==> src/rtl/szlog_pkg.sv <==
package szlog_pkg;
  typedef enum logic [1:0] {
    OP_AND = 2'b00,
    OP_OR  = 2'b01,
    OP_XOR = 2'b10,
    OP_NOT = 2'b11
  } op_e;

  typedef enum logic [1:0] {
    SZ_BYTE = 2'b00,
    SZ_WORD = 2'b01,
    SZ_LONG = 2'b10,
    SZ_RSVD = 2'b11
  } size_e;

  localparam int LANE_W = 8;
endpackage

==> src/rtl/szlog_bitop.sv <==
module szlog_bitop
  import szlog_pkg::*;
#(
  parameter int DATA_W = 32
) (
  input  op_e               op,
  input  logic [DATA_W-1:0] dst,
  input  logic [DATA_W-1:0] src,
  output logic [DATA_W-1:0] raw
);
  // one small mux per bit; maps to a single LUT level each
  for (genvar b = 0; b < DATA_W; b++) begin : g_bit
    assign raw[b] = (op == OP_AND) ? (dst[b] & src[b]) :
                    (op == OP_OR)  ? (dst[b] | src[b]) :
                    (op == OP_XOR) ? (dst[b] ^ src[b]) :
                                     ~dst[b];
  end
endmodule

==> src/rtl/szlog_merge.sv <==
module szlog_merge
  import szlog_pkg::*;
#(
  parameter int DATA_W = 32
) (
  input  size_e             size,
  input  logic [DATA_W-1:0] raw,
  input  logic [DATA_W-1:0] dst,
  output logic [DATA_W-1:0] merged,
  output logic              sized_msb,
  output logic              sized_zero
);
  localparam int LANES      = DATA_W / LANE_W;
  localparam int WORD_LANES = (LANES < 2) ? LANES : 2;
  localparam int WORD_MSB   = WORD_LANES * LANE_W - 1;

  logic [LANES-1:0] lane_wr;
  logic [LANES-1:0] lane_nz;

  for (genvar i = 0; i < LANES; i++) begin : g_lane
    if (i == 0) begin : g_low
      assign lane_wr[i] = 1'b1;
    end else if (i < WORD_LANES) begin : g_word
      assign lane_wr[i] = (size != SZ_BYTE);
    end else begin : g_long
      assign lane_wr[i] = (size == SZ_LONG) || (size == SZ_RSVD);
    end
    assign merged[i*LANE_W +: LANE_W] = lane_wr[i] ? raw[i*LANE_W +: LANE_W]
                                                   : dst[i*LANE_W +: LANE_W];
    assign lane_nz[i] = lane_wr[i] & (|raw[i*LANE_W +: LANE_W]);
  end

  assign sized_zero = ~(|lane_nz);

  always_comb begin
    case (size)
      SZ_BYTE: sized_msb = raw[LANE_W-1];
      SZ_WORD: sized_msb = raw[WORD_MSB];
      default: sized_msb = raw[DATA_W-1];
    endcase
  end
endmodule

==> src/rtl/szlog_unit.sv <==
module szlog_unit
  import szlog_pkg::*;
#(
  parameter int DATA_W = 32
) (
  input  logic              clk,
  input  logic              rst,
  input  logic [1:0]        op_sel,
  input  logic [1:0]        size_sel,
  input  logic [DATA_W-1:0] dst_in,
  input  logic [DATA_W-1:0] src_in,
  input  logic              x_in,
  output logic [DATA_W-1:0] res_out,
  output logic              n_out,
  output logic              z_out,
  output logic              v_out,
  output logic              c_out,
  output logic              x_out
);
  op_e               op;
  size_e             size;
  logic [DATA_W-1:0] raw;
  logic [DATA_W-1:0] merged;
  logic              msb;
  logic              zero;

  assign op   = op_e'(op_sel);
  assign size = size_e'(size_sel);

  szlog_bitop #(.DATA_W(DATA_W)) u_bitop (
    .op  (op),
    .dst (dst_in),
    .src (src_in),
    .raw (raw)
  );

  szlog_merge #(.DATA_W(DATA_W)) u_merge (
    .size       (size),
    .raw        (raw),
    .dst        (dst_in),
    .merged     (merged),
    .sized_msb  (msb),
    .sized_zero (zero)
  );

  always_ff @(posedge clk) begin
    if (rst) begin
      res_out <= '0;
      n_out   <= 1'b0;
      z_out   <= 1'b0;
      v_out   <= 1'b0;
      c_out   <= 1'b0;
      x_out   <= 1'b0;
    end else begin
      res_out <= merged;
      n_out   <= msb;
      z_out   <= zero;
      v_out   <= 1'b0;
      c_out   <= 1'b0;
      x_out   <= x_in;
    end
  end


  byte_upper_keep_chk: assert property (@(posedge clk) disable iff (rst)
    (!rst && size_sel == 2'b00) |=> res_out[DATA_W-1:8] == $past(dst_in[DATA_W-1:8]));


  word_upper_keep_chk: assert property (@(posedge clk) disable iff (rst)
    (!rst && size_sel == 2'b01) |=> res_out[DATA_W-1:16] == $past(dst_in[DATA_W-1:16]));


  neg_flag_chk: assert property (@(posedge clk) disable iff (rst)
    !rst |=> n_out == (($past(size_sel) == 2'b00) ? res_out[7] :
                       ($past(size_sel) == 2'b01) ? res_out[15] : res_out[DATA_W-1]));


  zero_flag_chk: assert property (@(posedge clk) disable iff (rst)
    !rst |=> z_out == (($past(size_sel) == 2'b00) ? (res_out[7:0] == '0) :
                       ($past(size_sel) == 2'b01) ? (res_out[15:0] == '0) : (res_out == '0)));


  vc_clear_chk: assert property (@(posedge clk) disable iff (rst)
    !rst |=> (!v_out && !c_out));


  x_pass_chk: assert property (@(posedge clk) disable iff (rst)
    !rst |=> x_out == $past(x_in));


  not_ignores_src_chk: assert property (@(posedge clk) disable iff (rst)
    (!rst && op_sel == 2'b11 && size_sel == 2'b10) |=> res_out == ~$past(dst_in));
endmodule

==> config.mk <==
export PLATFORM = sky130hd
export DESIGN_NAME = szlog_unit
export DESIGN_NICKNAME = d
export VERILOG_FILES = /design/src/rtl/szlog_pkg.sv /design/src/rtl/szlog_bitop.sv /design/src/rtl/szlog_merge.sv /design/src/rtl/szlog_unit.sv
export SDC_FILE = /design/constraint.sdc
export NUM_CORES = 1
export LEC_CHECK = 0
export BUFFER_PORTS_ARGS = -buffer_cell sky130_fd_sc_hd__buf_2
export CAP_MARGIN = 20
export CORE_UTILIZATION = 40
export DETAILED_ROUTE_END_ITERATION = 10
export GPL_ROUTABILITY_DRIVEN = 0
export PLACE_DENSITY = 0.65
export RECOVER_POWER = 25
export SYNTH_ARGS = -nofsm -noshare
export SYNTH_HDL_FRONTEND = slang
export SYNTH_SLANG_ARGS = --single-unit
export TNS_END_PERCENT = 50
==> constraint.sdc <==
create_clock -name clk -period 2.38 [get_ports clk]
set_input_delay 0.119 -clock clk [delete_from_list [all_inputs] [get_ports clk]]
set_output_delay 0.119 -clock clk [all_outputs]
set_load 0.01 [all_outputs]
Yosys cells after proc, flatten, opt, wreduce, memory -nomap -nowiden
Cells that the tools add are included.

Bits in registers: 35. Output and inout bits: 37.

Equal/unequal tests: 5. Muxes and demuxes: 100. Bitwise logic cells: 132. Reduce and logical (&&, ||, !) cells: 8.

Operators with widths (count): 2-to-1 mux 1 bit (96); AND 1 bit (35); inverter 1 bit (33); bitwise OR 1 bit (32); XOR 1 bit (32); 2-to-1 mux 8 bit (3); OR reduction 8 bit (3); OR reduction 11 bit (1); equality test 2 bit, second input constant (3); equality test 2 x 1 -> 1 bit, second input constant (2); zero test 2 bit (2); one-hot mux 1 bit (2 select lines) (1); nonzero test 2 bit (1); logical OR 1 bit (1).

Longest topological paths before layout
Gate-level depths: netlist of run 1.

Word-level depth: 8. Mapped depth: 9. Mapped depth without buffers: 7.

Hierarchy
Synthesis of run 1 repeated with hierarchy kept, for this count alone.

Cells, all modules: 327. Area total of the unflattened synthesis: 3483.3 sq um.

By module, submodules not included: szlog_bitop (instances 1, cells each 200, area each 1989.4 sq um, sequential area each 0.0 sq um); szlog_unit (instances 1, cells each 76, area each 984.7 sq um, sequential area each 700.7 sq um); szlog_merge (instances 1, cells each 51, area each 509.2 sq um, sequential area each 0.0 sq um).

Least setup slack after synthesis of run 1
Ideal clock, no wire load.

Path type: input -> register. Start point: input port dst_in[7]. End point: register z_out. Arrival: 1.604 ns. Setup slack: 0.697 ns. Cell stages on the path: 5. Cell sequence: inv_1 > ha_1 > mux4_1 > or4_1 > a211oi_2.

Cells in the longest elaborated chain, start to end: 6. Elaborated cells on any way between the ends: 9. Those cells by class: 3 x mux; 5 x bitwise; 1 x reduce/logical.

Ends and longest elaborated chain: from (decl) (RTL line szlog_unit.sv:10) `input logic [DATA_W-1:0] dst_in,`; XOR 1 bit or inverter 1 bit (tied branches) (RTL line szlog_bitop.sv:15, szlog_bitop.sv:16); 2-to-1 mux 1 bit (RTL line szlog_bitop.sv:15) `(op == OP_XOR) ? (dst[b] ^ src[b]) :`; 2-to-1 mux 1 bit (RTL line szlog_bitop.sv:14) `(op == OP_OR) ? (dst[b] | src[b]) :`; 2-to-1 mux 1 bit (*) (RTL line szlog_bitop.sv:13) `assign raw[b] = (op == OP_AND) ? (dst[b] & src[b]) :`; OR reduction 11 bit (*) (RTL line szlog_merge.sv:33) `assign sized_zero = ~(|lane_nz);`; inverter 1 bit (*) (RTL line szlog_merge.sv:33); to (signal assigned) (RTL line szlog_unit.sv:57) `z_out <= zero;`; to (decl) (RTL line szlog_unit.sv:15) `output logic z_out,`.

Mark *: on every way between the ends. The rest lies on a longest branch, timed or not. A chain may end at the register's enable or synchronous reset.

Worst setup path after layout of run 1
Start point: input port op_sel[1]. End point: register z_out.

Cells in the longest elaborated chain, start to end: 8. Elaborated cells on any way between the ends: 107. Those cells by class: 2 x eq/ne; 96 x mux; 4 x bitwise; 5 x reduce/logical.

Ends and longest elaborated chain: from (decl) (RTL line szlog_unit.sv:8) `input logic [1:0] op_sel,`; equality test 2 bit (RTL line szlog_bitop.sv:15); 2-to-1 mux 1 bit (RTL line szlog_bitop.sv:15); 2-to-1 mux 1 bit (RTL line szlog_bitop.sv:14); 2-to-1 mux 1 bit (RTL line szlog_bitop.sv:13); OR reduction 8 bit (RTL line szlog_merge.sv:30) `assign lane_nz[i] = lane_wr[i] & (|raw[i*LANE_W +: LANE_W]);`; AND 1 bit (RTL line szlog_merge.sv:30); OR reduction 11 bit (*) (RTL line szlog_merge.sv:33); inverter 1 bit (*) (RTL line szlog_merge.sv:33).

Marks and branches as above.

==> impl_metrics.py, run 1 <==
metrics = {
    "setup_path": {
        "worst-endpoint-arrival_ns": 1.96,
        "timing.critical_path.to_type": "flop",
        "crit_type": "primary input to flop",
        "timing.critical_path.fanout_max": 12,
        "startpoint_type": "primary input",
        "cp.required_ns": 2.59,
    },
    "routing": {
        "routed-via-count": 2583,
        "number_of_design_rule_violations_left_after_detail_routing": 0,
        "drt_pre_antenna_iters": 4,
        "dr.first_iter.drc_count": 45,
        "drt_wl_total_um": 6870,
        "via_per_inst": 4.75,
        "route.detailed.wl_per_inst_um": 12.6,
        "post_detailed_route_count_of_antenna_violating_nets": 0,
    },
    "sta": {
        "setup-tns-final_ns": 0,
        "hold-worst-slack_ns": 0.0760,
        "final-max-slew-violation-count": 36,
        "timing.max_slew.rel_slack_pct": -4.09,
        "finalHoldViolCount": 0,
        "worst-slew-pin-transition_ns": 1.56,
        "timing.final.crit_share_pct": 73.5,
        "maxClockFrequency_mhz": 572,
        "grt_setup_unrepaired": "false",
        "setup_failing_eps_final": 0,
        "post-route-min-period_ns": 1.75,
    },
    "floorplanning": {
        "initial_utilization_pct": 41.9,
        "design.portCount": 108,
        "placementRows": 32,
        "dieArea_sq_mm": 0.00859,
        "fp.coreArea_sq_mm": 0.00785,
        "die_w_um": 92.7,
        "chipHeight_um": 92.7,
    },
    "worst_hold_path": {
        "min_from": "x_in",
        "timing.hold.worst_endpoint": "x_out",
        "hold_path_class": "primary input to flop",
        "timing.hold.worst_path_depth": 2,
    },
    "placement": {
        "port_buffers": 105,
        "place_hpwl_um": 5650,
        "numPlacedInstances": 536,
    },
    "final_layout": {
        "fillCellCount": 766,
        "area_delta_synth_final_pct": 20.6,
        "number_of_nets_in_the_layout": 576,
        "fin_cells": 544,
        "final_layout_size_suffix_gt1_share_pct": 27.1,
        "count_of_antenna_diodes_in_the_layout": 0,
    },
    "grt": {
        "gr-usage-all-layers_pct": 17.1,
        "grt_antenna_before_repair": 0,
        "first_global_vias": 2522,
        "grtUsageMet1_pct": 20.1,
        "grt-ovfl-total": 0,
        "busiest_layer": "met2",
        "grt_start_max_net_pins": 36,
        "first_pass_grt_wire_length_um": 11300,
        "gr-usage-met2_pct": 30.7,
        "globalRouteMet3Util_pct": 4.35,
    },
    "clock_tree": {
        "clk_transition_reported_paths_ns": 0.08,
        "clk_path_buf_depth": 2,
        "cts_buffers": 5,
        "cts.hold.buffers_added": 0,
        "root_cell_of_the_clock_tree": "sky130_fd_sc_hd__clkbuf_8",
        "cts_post_setup_buffers_inserted": 0,
        "ctsHtreeMaxLevel": 2,
        "cts-resized-gates": 0,
        "cts_sinks": 35,
        "cts_tree": "built",
    },
    "yosys": {
        "mappedNetlistArea_sq_mm": 0.00329,
        "async_reset_ff_share_pct": 0,
        "xor_xnor_share_of_the_synthesized_area_pct": 0,
        "synth_cell_types": 31,
        "combinational_family_with_the_most_area_after_synthesis": "multiplexers",
        "edff_count_synth": 0,
        "synth.mux.area_fraction_pct": 28.4,
        "post_synth_fa_ha_maj_area_fraction_pct": 24.3,
        "netlist.top_cell.by_area": "sky130_fd_sc_hd__ha_1",
        "yosys-top-cells-count": "sky130_fd_sc_hd__inv_1 (101), sky130_fd_sc_hd__ha_1 (64), sky130_fd_sc_hd__dfxtp_1 (35)",
        "postSynth.topFlopCell": "sky130_fd_sc_hd__dfxtp_1",
        "gate_count_post_synth": 339,
        "synth_simple_gate_area_share_pct": 7.61,
        "synthMostInstantiatedCell": "sky130_fd_sc_hd__inv_1",
        "synth_seq_cells": 35,
        "ys_seq_area_share_pct": 21.3,
        "post_synth.cell_area_avg_sq_um": 9.70,
        "synth_compound_gate_area_share_pct": 2.78,
        "yosys_warnings": 0,
        "synth_area_leaders": "sky130_fd_sc_hd__ha_1 (24%), sky130_fd_sc_hd__dfxtp_1 (21%), sky130_fd_sc_hd__mux4_1 (12%)",
        "post-synth-top-area-fraction_pct": 24.3,
    },
    "power_and_ir_drop": {
        "static-leakage-power_nw": 2.23,
        "vdd.ir_drop.worst_uv": 208,
        "pwr_cell_area_mw_per_mm2": 431,
    },
    "run": {
        "cap_viol_max_count": 1,
    },
    "outcome": {
        "failing_checks": "capacitance limit, slew limit",
        "run_status": "finished with violations",
    },
}
-- placed cells by master, fill, tap and decap left out, types with 2 or more instances in the layout --
cell                       instances
sky130_fd_sc_hd__ha_1             64
sky130_fd_sc_hd__a31oi_1           2
sky130_fd_sc_hd__nand4_1           2
sky130_fd_sc_hd__buf_4             4
sky130_fd_sc_hd__buf_2            88
sky130_fd_sc_hd__mux4_1           15
sky130_fd_sc_hd__a21oi_1           8
sky130_fd_sc_hd__mux2i_1          18
sky130_fd_sc_hd__mux4_2           15
sky130_fd_sc_hd__nor2_1           28
sky130_fd_sc_hd__clkbuf_1         17
sky130_fd_sc_hd__inv_1           101
sky130_fd_sc_hd__dfxtp_1          35
sky130_fd_sc_hd__nor4_1            3
sky130_fd_sc_hd__mux2_1            2
sky130_fd_sc_hd__conb_1            2
sky130_fd_sc_hd__nor2b_1           2
sky130_fd_sc_hd__clkbuf_8          6
sky130_fd_sc_hd__nand2_1          17
-- state kept, by name (all words and copies together), names as in the netlist --
signal   count
n_out        1
res_out     32
x_out        1
z_out        1
-- through the flow --
stage	total power [mW]	utilization [%]	cell area (sq um)	setup WS (ns)
2_1_floorplan	0.989	-	3290	0.697
3_3_place_gp	1.15	49.3	3870	0.358
3_5_place_dp	1.18	49.3	3870	0.312
4_1_cts	1.74	50.8	3990	0.621
5_1_grt	1.83	50.6	3970	0.466
6_report	1.71	50.6	3970	0.630
-- cells by family (layout without fill, tap and decap cells) --
logic type / after synthesis / after routing
compound gates: 14 / 14
mux: 50 / 50
other cells: 1 / 2
flops: 35 / 35
simple gates: 57 / 57
buf+inv: 118 / 220
fa+ha+maj: 64 / 64
-- critical path, stage by stage --
cell and delay, ns:
sky130_fd_sc_hd__buf_2 0.27, sky130_fd_sc_hd__buf_12 0.20, sky130_fd_sc_hd__mux4_1 0.58, sky130_fd_sc_hd__a2111oi_1 0.47
sky130_fd_sc_hd__a21oi_1 0.16, sky130_fd_sc_hd__a211oi_2 0.15
-- layer usage --
| metal | share of wire [%] | vias up |
|---|---|---|
| met2 | 51 | 74 |
| met1 | 42 | 1205 |
| met5 | 0 | - |
| met4 | 0.83 | 0 |
| li1 | - | 1298 |
| met3 | 6.8 | 6 |
-- worst max-delay path by stage --
| stage | from | to | slack [ns] | cells after the start |
|---|---|---|---|---|
| 6_report | op_sel[1] | z_out | 0.63 | 6 |
| 5_1_grt | op_sel[1] | z_out | 0.47 | 6 |
| 4_1_cts | op_sel[1] | z_out | 0.62 | 6 |
| 3_5_place_dp | op_sel[1] | z_out | 0.31 | 6 |
| 3_3_place_gp | op_sel[1] | z_out | 0.36 | 6 |
| 2_1_floorplan | dst_in[7] | z_out | 0.70 | 5 |
-- final cells by class --
type | count | area [sq um] | area share (%)
well taps | 102 | 128 | 3.22
inverters | 102 | 383 | 9.65
clock buffers | 6 | 82.6 | 2.08
flip-flops and latches | 35 | 701 | 17.7
repair buffers | 110 | 554 | 14.0
clock inverters | 2 | 35.0 | 0.883
multi-input cells | 187 | 2080 | 52.5
-- report_power, final --
part           switching [mW]  internal (mW)  total, mW
Sequential             0.0114          0.634      0.646
Clock                   0.220          0.339      0.559
Combinational           0.259          0.246      0.505
Note: power is estimated with default switching activity, not from simulation.
==> run 2, diff against run 1 <==
--- a/config.mk
+++ b/config.mk
@@ -5,12 +5,13 @@
 export SDC_FILE = /design/constraint.sdc
 export NUM_CORES = 1
 export LEC_CHECK = 0
+export ABC_AREA = 1
 export BUFFER_PORTS_ARGS = -buffer_cell sky130_fd_sc_hd__buf_2
 export CAP_MARGIN = 20
 export CORE_UTILIZATION = 40
 export DETAILED_ROUTE_END_ITERATION = 10
 export GPL_ROUTABILITY_DRIVEN = 0
-export PLACE_DENSITY = 0.65
+export PLACE_DENSITY = 0.66
 export RECOVER_POWER = 25
 export SYNTH_ARGS = -nofsm -noshare
 export SYNTH_HDL_FRONTEND = slang
==> constraint.sdc (replaced) <==
create_clock -name clk -period 1.6 [get_ports clk]
set_input_delay 0.08 -clock clk [delete_from_list [all_inputs] [get_ports clk]]
set_output_delay 0.08 -clock clk [all_outputs]
set_load 0.01 [all_outputs]
==> run 2 against run 1 <==
Net effect:
- the flow now finishes without violations
- count of clock-buffer cells in the layout grew 1
- area after synthesis rose by 6.3%
- worst setup slack lost 0.34 ns
- non-clock buffer count is 12 higher
- utilization is 0.072 points higher
- hold slack worse by 0.029 ns
- total power is 46% higher
- clock power up 18%
- critical endpoint unchanged
==> impl_metrics.py, run 2 <==
metrics = {
    "clock_tree": {
        "clk_transition_reported_paths_ns": 0.08,
        "cts_sinks": 35,
        "clk_path_buf_depth": 2,
        "root_cell_of_the_clock_tree": "sky130_fd_sc_hd__clkbuf_8",
        "cts_post_setup_buffers_inserted": 0,
        "ctsHtreeMaxLevel": 2,
        "cts_tree": "built",
        "cts_buffers": 5,
    },
    "floorplanning": {
        "chipHeight_um": 95.5,
        "initial_utilization_pct": 41.9,
        "placementRows": 33,
        "design.portCount": 108,
        "dieArea_sq_mm": 0.00912,
        "fp.coreArea_sq_mm": 0.00834,
        "die_w_um": 95.5,
    },
    "final_layout": {
        "mostFrequentLayoutCell": "sky130_fd_sc_hd__inv_1",
        "most-common-layout-cells": "sky130_fd_sc_hd__inv_1 (116), sky130_fd_sc_hd__nand2_1 (103), sky130_fd_sc_hd__buf_2 (89)",
        "final-seq-area_sq_um": 701,
        "final_layout_size_suffix_gt1_share_pct": 19.8,
        "number_of_nets_in_the_layout": 776,
        "area_delta_synth_final_pct": 20.8,
        "fin_cells": 747,
        "multi_input_area_sq_mm": 0.00219,
        "fillCellCount": 907,
        "design_area_sq_mm": 0.00422,
        "top_register": "res_out",
        "count_of_antenna_diodes_in_the_layout": 0,
        "number_of_flip_flops_in_the_largest_register": 32,
    },
    "sta": {
        "finalHoldViolCount": 0,
        "final-max-slew-violation-count": 0,
        "setup-tns-final_ns": 0,
        "maxClockFrequency_mhz": 764,
        "hold-worst-slack_ns": 0.0466,
        "setup_failing_eps_final": 0,
        "grt_setup_unrepaired": "false",
        "timing.final.crit_share_pct": 81.8,
        "post-route-min-period_ns": 1.31,
    },
    "yosys": {
        "post_synth.cell_area_avg_sq_um": 6.55,
        "netlist.top_cell.by_area": "sky130_fd_sc_hd__ha_1",
        "yosys-top-cells-count": "sky130_fd_sc_hd__inv_1 (116), sky130_fd_sc_hd__nand2_1 (103), sky130_fd_sc_hd__ha_1 (64)",
        "post-synth-top-area-fraction_pct": 22.9,
        "synthMostInstantiatedCell": "sky130_fd_sc_hd__inv_1",
        "post_synth_fa_ha_maj_area_fraction_pct": 22.9,
        "combinational_family_with_the_most_area_after_synthesis": "simple AND/OR/NAND/NOR gates",
        "mappedNetlistArea_sq_mm": 0.00350,
        "async_reset_ff_share_pct": 0,
        "yosys_warnings": 0,
        "synth_area_leaders": "sky130_fd_sc_hd__ha_1 (23%), sky130_fd_sc_hd__dfxtp_1 (20%), sky130_fd_sc_hd__inv_1 (12%)",
        "synth_cell_types": 30,
        "synth.mux.area_fraction_pct": 0,
        "synth_seq_cells": 35,
        "edff_count_synth": 0,
        "ys_seq_area_share_pct": 20.0,
        "xor_xnor_share_of_the_synthesized_area_pct": 0,
        "synth_compound_gate_area_share_pct": 14.0,
        "gate_count_post_synth": 534,
        "synth_simple_gate_area_share_pct": 25.6,
        "postSynth.topFlopCell": "sky130_fd_sc_hd__dfxtp_1",
    },
    "setup_path": {
        "cp.required_ns": 1.84,
        "timing.critical_path.max_delay_family": "simple AND/OR/NAND/NOR gates",
        "number_of_buffer_and_inverter_stages_on_the_critical_path": 3,
        "worst-endpoint-arrival_ns": 1.54,
        "critical_path.slowest_cell": "sky130_fd_sc_hd__buf_2",
        "startpoint_type": "primary input",
        "crit_path_max_incr_delay_ns": 0.23,
        "timing.critical_path.fanout_max": 10,
        "critical_path.startpoint": "op_sel[1]",
        "timing.critical_path.to_type": "flop",
        "crit_type": "primary input to flop",
        "worstPathCellList": "buf_2 -> inv_4 -> nand2_8 -> nand2_4 -> inv_2 -> nand2_1 -> nand3_1 -> nand2_1 -> nor2_1 -> nand3_1 -> nor2_1 -> nand2_1 -> nor2_1",
    },
    "grt": {
        "grt_antenna_before_repair": 0,
        "gr-usage-all-layers_pct": 21.2,
        "first_global_vias": 3431,
        "first_pass_grt_wire_length_um": 15100,
        "grt_start_max_net_pins": 25,
        "grt-ovfl-total": 0,
    },
    "routing": {
        "drt_wl_total_um": 9450,
        "routed-via-count": 3642,
        "number_of_design_rule_violations_left_after_detail_routing": 0,
        "route.detailed.wl_per_inst_um": 12.7,
        "via_per_inst": 4.88,
        "post_detailed_route_count_of_antenna_violating_nets": 0,
        "dr.first_iter.drc_count": 174,
        "drt_pre_antenna_iters": 5,
    },
    "power_and_ir_drop": {
        "pwr_cell_area_mw_per_mm2": 591,
        "static-leakage-power_nw": 2.56,
        "vdd.ir_drop.worst_uv": 351,
    },
    "run": {
        "cap_viol_max_count": 0,
    },
    "placement": {
        "port_buffers": 105,
        "post_dp_cell_area_sq_mm": 0.00415,
        "place_hpwl_um": 7210,
        "numPlacedInstances": 738,
    },
    "worst_hold_path": {
        "hold_path_class": "primary input to flop",
        "min_from": "dst_in[11]",
    },
    "outcome": {
        "run_status": "finished, final reports clean",
    },
}
run 2: logic make-up (layout without fill, tap and decap cells):
kind of cell / after synthesis / in the layout
AOI/OAI and AO/OA: 90 / 90
adders and majority gates: 64 / 64
buffers and inverters: 142 / 249
DFF: 35 / 35
other: 1 / 2
and+or+nand+nor: 202 / 202
run 2: cell type report:
cell class,count,area share [%]
well taps,105,3.11
clock buffers,7,1.81
clock inverters,1,0.119
inverters,119,10.8
multi-input cells,358,51.9
repair buffers,122,15.6
flip-flops and latches,35,16.6
run 2: final timing paths:
check	end	slack (ns)	cells past startpoint
worst max-delay path	z_out	0.29	13
worst min-delay path	res_out[11]	0.05	3
run 2: routing by layer:
metal  track usage [%]  routed length [um]  up-vias
met5                 0                   0        -
met4              8.71                 183        0
met3              2.95                 638       17
met2              35.2                4480      127
met1              27.4                4150     1646
li1                  -                   -     1852
run 2: power breakdown:
part           switching [mW]  internal (mW)  total, mW  leakage, nW
Clock                   0.352          0.306      0.659       0.0422
Sequential             0.0158          0.942      0.958        0.292
Combinational           0.536          0.344      0.881         2.22
Total                   0.905           1.59       2.50         2.56
run 2: timing repair:
item                      4_1_cts  5_1_grt
hold endpoints to repair        1        0
hold buffers                    1        0
gates resized for setup         0        0
run 2: worst min-delay path, cell delays in order:
cell	delay (ns)
sky130_fd_sc_hd__buf_2	0.10
sky130_fd_sc_hd__o211ai_1	0.09
sky130_fd_sc_hd__inv_1	0.05
run 2: metrics by stage:
step / total power, mW / util [%] / setup WS [ns]
floorplan: 1.53 / - / 0.380
global placement: 1.83 / 49.8 / 0.0407
detailed placement: 1.86 / 49.8 / 0.0187
CTS: 2.52 / 50.9 / 0.318
global route: 2.68 / 50.6 / 0.133
finish: 2.50 / 50.6 / 0.291
==> run 3, diff against run 2 <==
--- a/config.mk
+++ b/config.mk
@@ -11,7 +11,7 @@
 export CORE_UTILIZATION = 40
 export DETAILED_ROUTE_END_ITERATION = 10
 export GPL_ROUTABILITY_DRIVEN = 0
-export PLACE_DENSITY = 0.66
+export PLACE_DENSITY = 0.64
 export RECOVER_POWER = 25
 export SYNTH_ARGS = -nofsm -noshare
 export SYNTH_HDL_FRONTEND = slang
==> constraint.sdc (replaced) <==
create_clock -name clk -period 1.3 [get_ports clk]
set_input_delay 0.065 -clock clk [delete_from_list [all_inputs] [get_ports clk]]
set_output_delay 0.065 -clock clk [all_outputs]
set_load 0.01 [all_outputs]
==> run 3 against run 2 <==
Net effect:
- critical path depth fell by 2
- non-clock buffer count rose by 71
- sequential power is 23% higher
- global-route usage increased by 1.4 points
- die area is the same
==> impl_metrics.py, run 3 (same netlist as run 2, synthesis figures left out) <==
metrics = {
    "floorplanning": {
        "fp.coreArea_sq_mm": 0.00834,
        "dieArea_sq_mm": 0.00912,
        "placementRows": 33,
        "design.portCount": 108,
        "chipHeight_um": 95.5,
        "die_w_um": 95.5,
        "initial_utilization_pct": 41.9,
    },
    "final_layout": {
        "number_of_flip_flops_in_the_largest_register": 32,
        "most-common-layout-cells": "sky130_fd_sc_hd__inv_1 (115), sky130_fd_sc_hd__nand2_1 (103), sky130_fd_sc_hd__buf_2 (88)",
        "fillCellCount": 838,
        "mostFrequentLayoutCell": "sky130_fd_sc_hd__inv_1",
        "final_layout_size_suffix_gt1_share_pct": 28.7,
        "count_of_antenna_diodes_in_the_layout": 0,
        "number_of_nets_in_the_layout": 847,
        "area_delta_synth_final_pct": 38.7,
        "top_register": "res_out",
        "design_area_sq_mm": 0.00485,
    },
    "grt": {
        "grt_antenna_before_repair": 0,
        "grt-ovfl-total": 0,
        "gr-usage-all-layers_pct": 22.6,
        "grt_start_max_net_pins": 32,
        "first_global_vias": 3641,
        "first_pass_grt_wire_length_um": 16200,
    },
    "sta": {
        "timing.final.crit_share_pct": 92.7,
        "final-max-slew-violation-count": 0,
        "finalHoldViolCount": 0,
        "maxClockFrequency_mhz": 830,
        "post-route-min-period_ns": 1.20,
        "setup_failing_eps_final": 0,
    },
    "clock_tree": {
        "cts_sinks": 35,
        "cts_buffers": 5,
        "clk_path_buf_depth": 2,
        "clk_transition_reported_paths_ns": 0.08,
        "cts_tree": "built",
        "ctsHtreeMaxLevel": 2,
        "root_cell_of_the_clock_tree": "sky130_fd_sc_hd__clkbuf_8",
    },
    "power_and_ir_drop": {
        "static-leakage-power_nw": 2.92,
        "pwr_cell_area_mw_per_mm2": 721,
        "vdd.ir_drop.worst_uv": 427,
        "power.total_mw": 3.50,
    },
    "routing": {
        "post_detailed_route_count_of_antenna_violating_nets": 0,
        "route.detailed.wl_per_inst_um": 12.3,
        "via_per_inst": 4.76,
        "dr.first_iter.drc_count": 130,
        "routed-via-count": 3889,
        "number_of_design_rule_violations_left_after_detail_routing": 0,
        "drt_wl_total_um": 10100,
        "drt_pre_antenna_iters": 4,
    },
    "run": {
        "cap_viol_max_count": 0,
    },
    "outcome": {
        "run_status": "finished, final reports clean",
    },
    "setup_path": {
        "timing.critical_path.fanout_max": 2,
        "crit_type": "primary input to flop",
        "number_of_buffer_and_inverter_stages_on_the_critical_path": 2,
        "timing.critical_path.to_type": "flop",
        "worst-endpoint-arrival_ns": 1.43,
        "crit_path_max_incr_delay_ns": 0.30,
        "cp.required_ns": 1.53,
        "critical_path.slowest_cell": "sky130_fd_sc_hd__or2_2",
        "worstPathCellList": "buf_2 -> inv_1 -> ha_1 -> or2_2 -> nand3_2 -> nand2_1 -> nor2_1 -> nand3_1 -> nor2_2 -> nand2_1 -> nor2_1",
        "timing.critical_path.max_delay_family": "simple AND/OR/NAND/NOR gates",
        "startpoint_type": "primary input",
    },
    "worst_hold_path": {
        "hold_path_class": "primary input to flop",
    },
    "placement": {
        "port_buffers": 105,
        "place_hpwl_um": 7890,
        "post_dp_cell_area_sq_mm": 0.00468,
    },
}
-- run 3: changes by cell type in the layout (fill, tap and decap cells not counted), moves of 2 or more --
cell,change
sky130_fd_sc_hd__nand3_1,-2
sky130_fd_sc_hd__clkbuf_1,-2
sky130_fd_sc_hd__buf_12,+2
sky130_fd_sc_hd__buf_4,+68
sky130_fd_sc_hd__buf_6,+3
sky130_fd_sc_hd__nand3_2,+2
-- run 3: final cells by class --
cell class | count | area, sq um | area share (%)
Inverter | 119 | 463 | 9.54
Tap cell | 105 | 131 | 2.71
Sequential cell | 35 | 701 | 14.4
Multi-Input combinational cell | 358 | 2220 | 45.7
Clock buffer | 6 | 72.6 | 1.50
Clock inverter | 1 | 30.0 | 0.619
Timing Repair Buffer | 193 | 1240 | 25.5
-- run 3: what timing repair did --
| item | CTS | global route |
|---|---|---|
| buffers inserted | 0 | 4 |
| hold endpoints to repair | 1 | 0 |
| gates resized for setup | 0 | 15 |
| endpoints found under the setup margin | 0 | 2 |
| hold buffers | 1 | 0 |
-- run 3: metrics by stage --
stage / TNS (ns) / cells / hold slack (ns) / utilization, % / setup WS, ns
2_1_floorplan: 0 / 535 / 0.172 / - / 0.0951
3_3_place_gp: -0.971 / 805 / 0.271 / 56.1 / -0.185
3_5_place_dp: -1.66 / 805 / 0.274 / 56.1 / -0.252
4_1_cts: 0 / 813 / 0.0339 / 57.5 / 0.0444
5_1_grt: -0.0250 / 817 / 0.0529 / 58.2 / -0.0250
6_report: 0 / 817 / 0.0333 / 58.2 / 0.0950
-- run 3: report_power, final --
group / switching (mW) / internal, mW
Sequential: 0.0213 / 1.16
Combinational: 0.712 / 0.610
Clock: 0.434 / 0.563
-- run 3: tightest hold or removal path, cell delays in order --
cell	delay [ns]
sky130_fd_sc_hd__buf_2	0.10
sky130_fd_sc_hd__o211ai_1	0.09
sky130_fd_sc_hd__inv_1	0.05
-- run 3: path summary, 6_finish.rpt --
kind | endpoint | slack (ns) | start | cells past startpoint
max | z_out | 0.1 | dst_in[7] | 11
min | res_out[12] | 0.03 | dst_in[12] | 3
-- run 3: per-layer routing --
metal | GRT usage [%] | wire (um)
met5 | 0 | 0
met4 | 5.85 | 104
met3 | 2.87 | 490
met2 | 40.7 | 4980
met1 | 28.1 | 4490
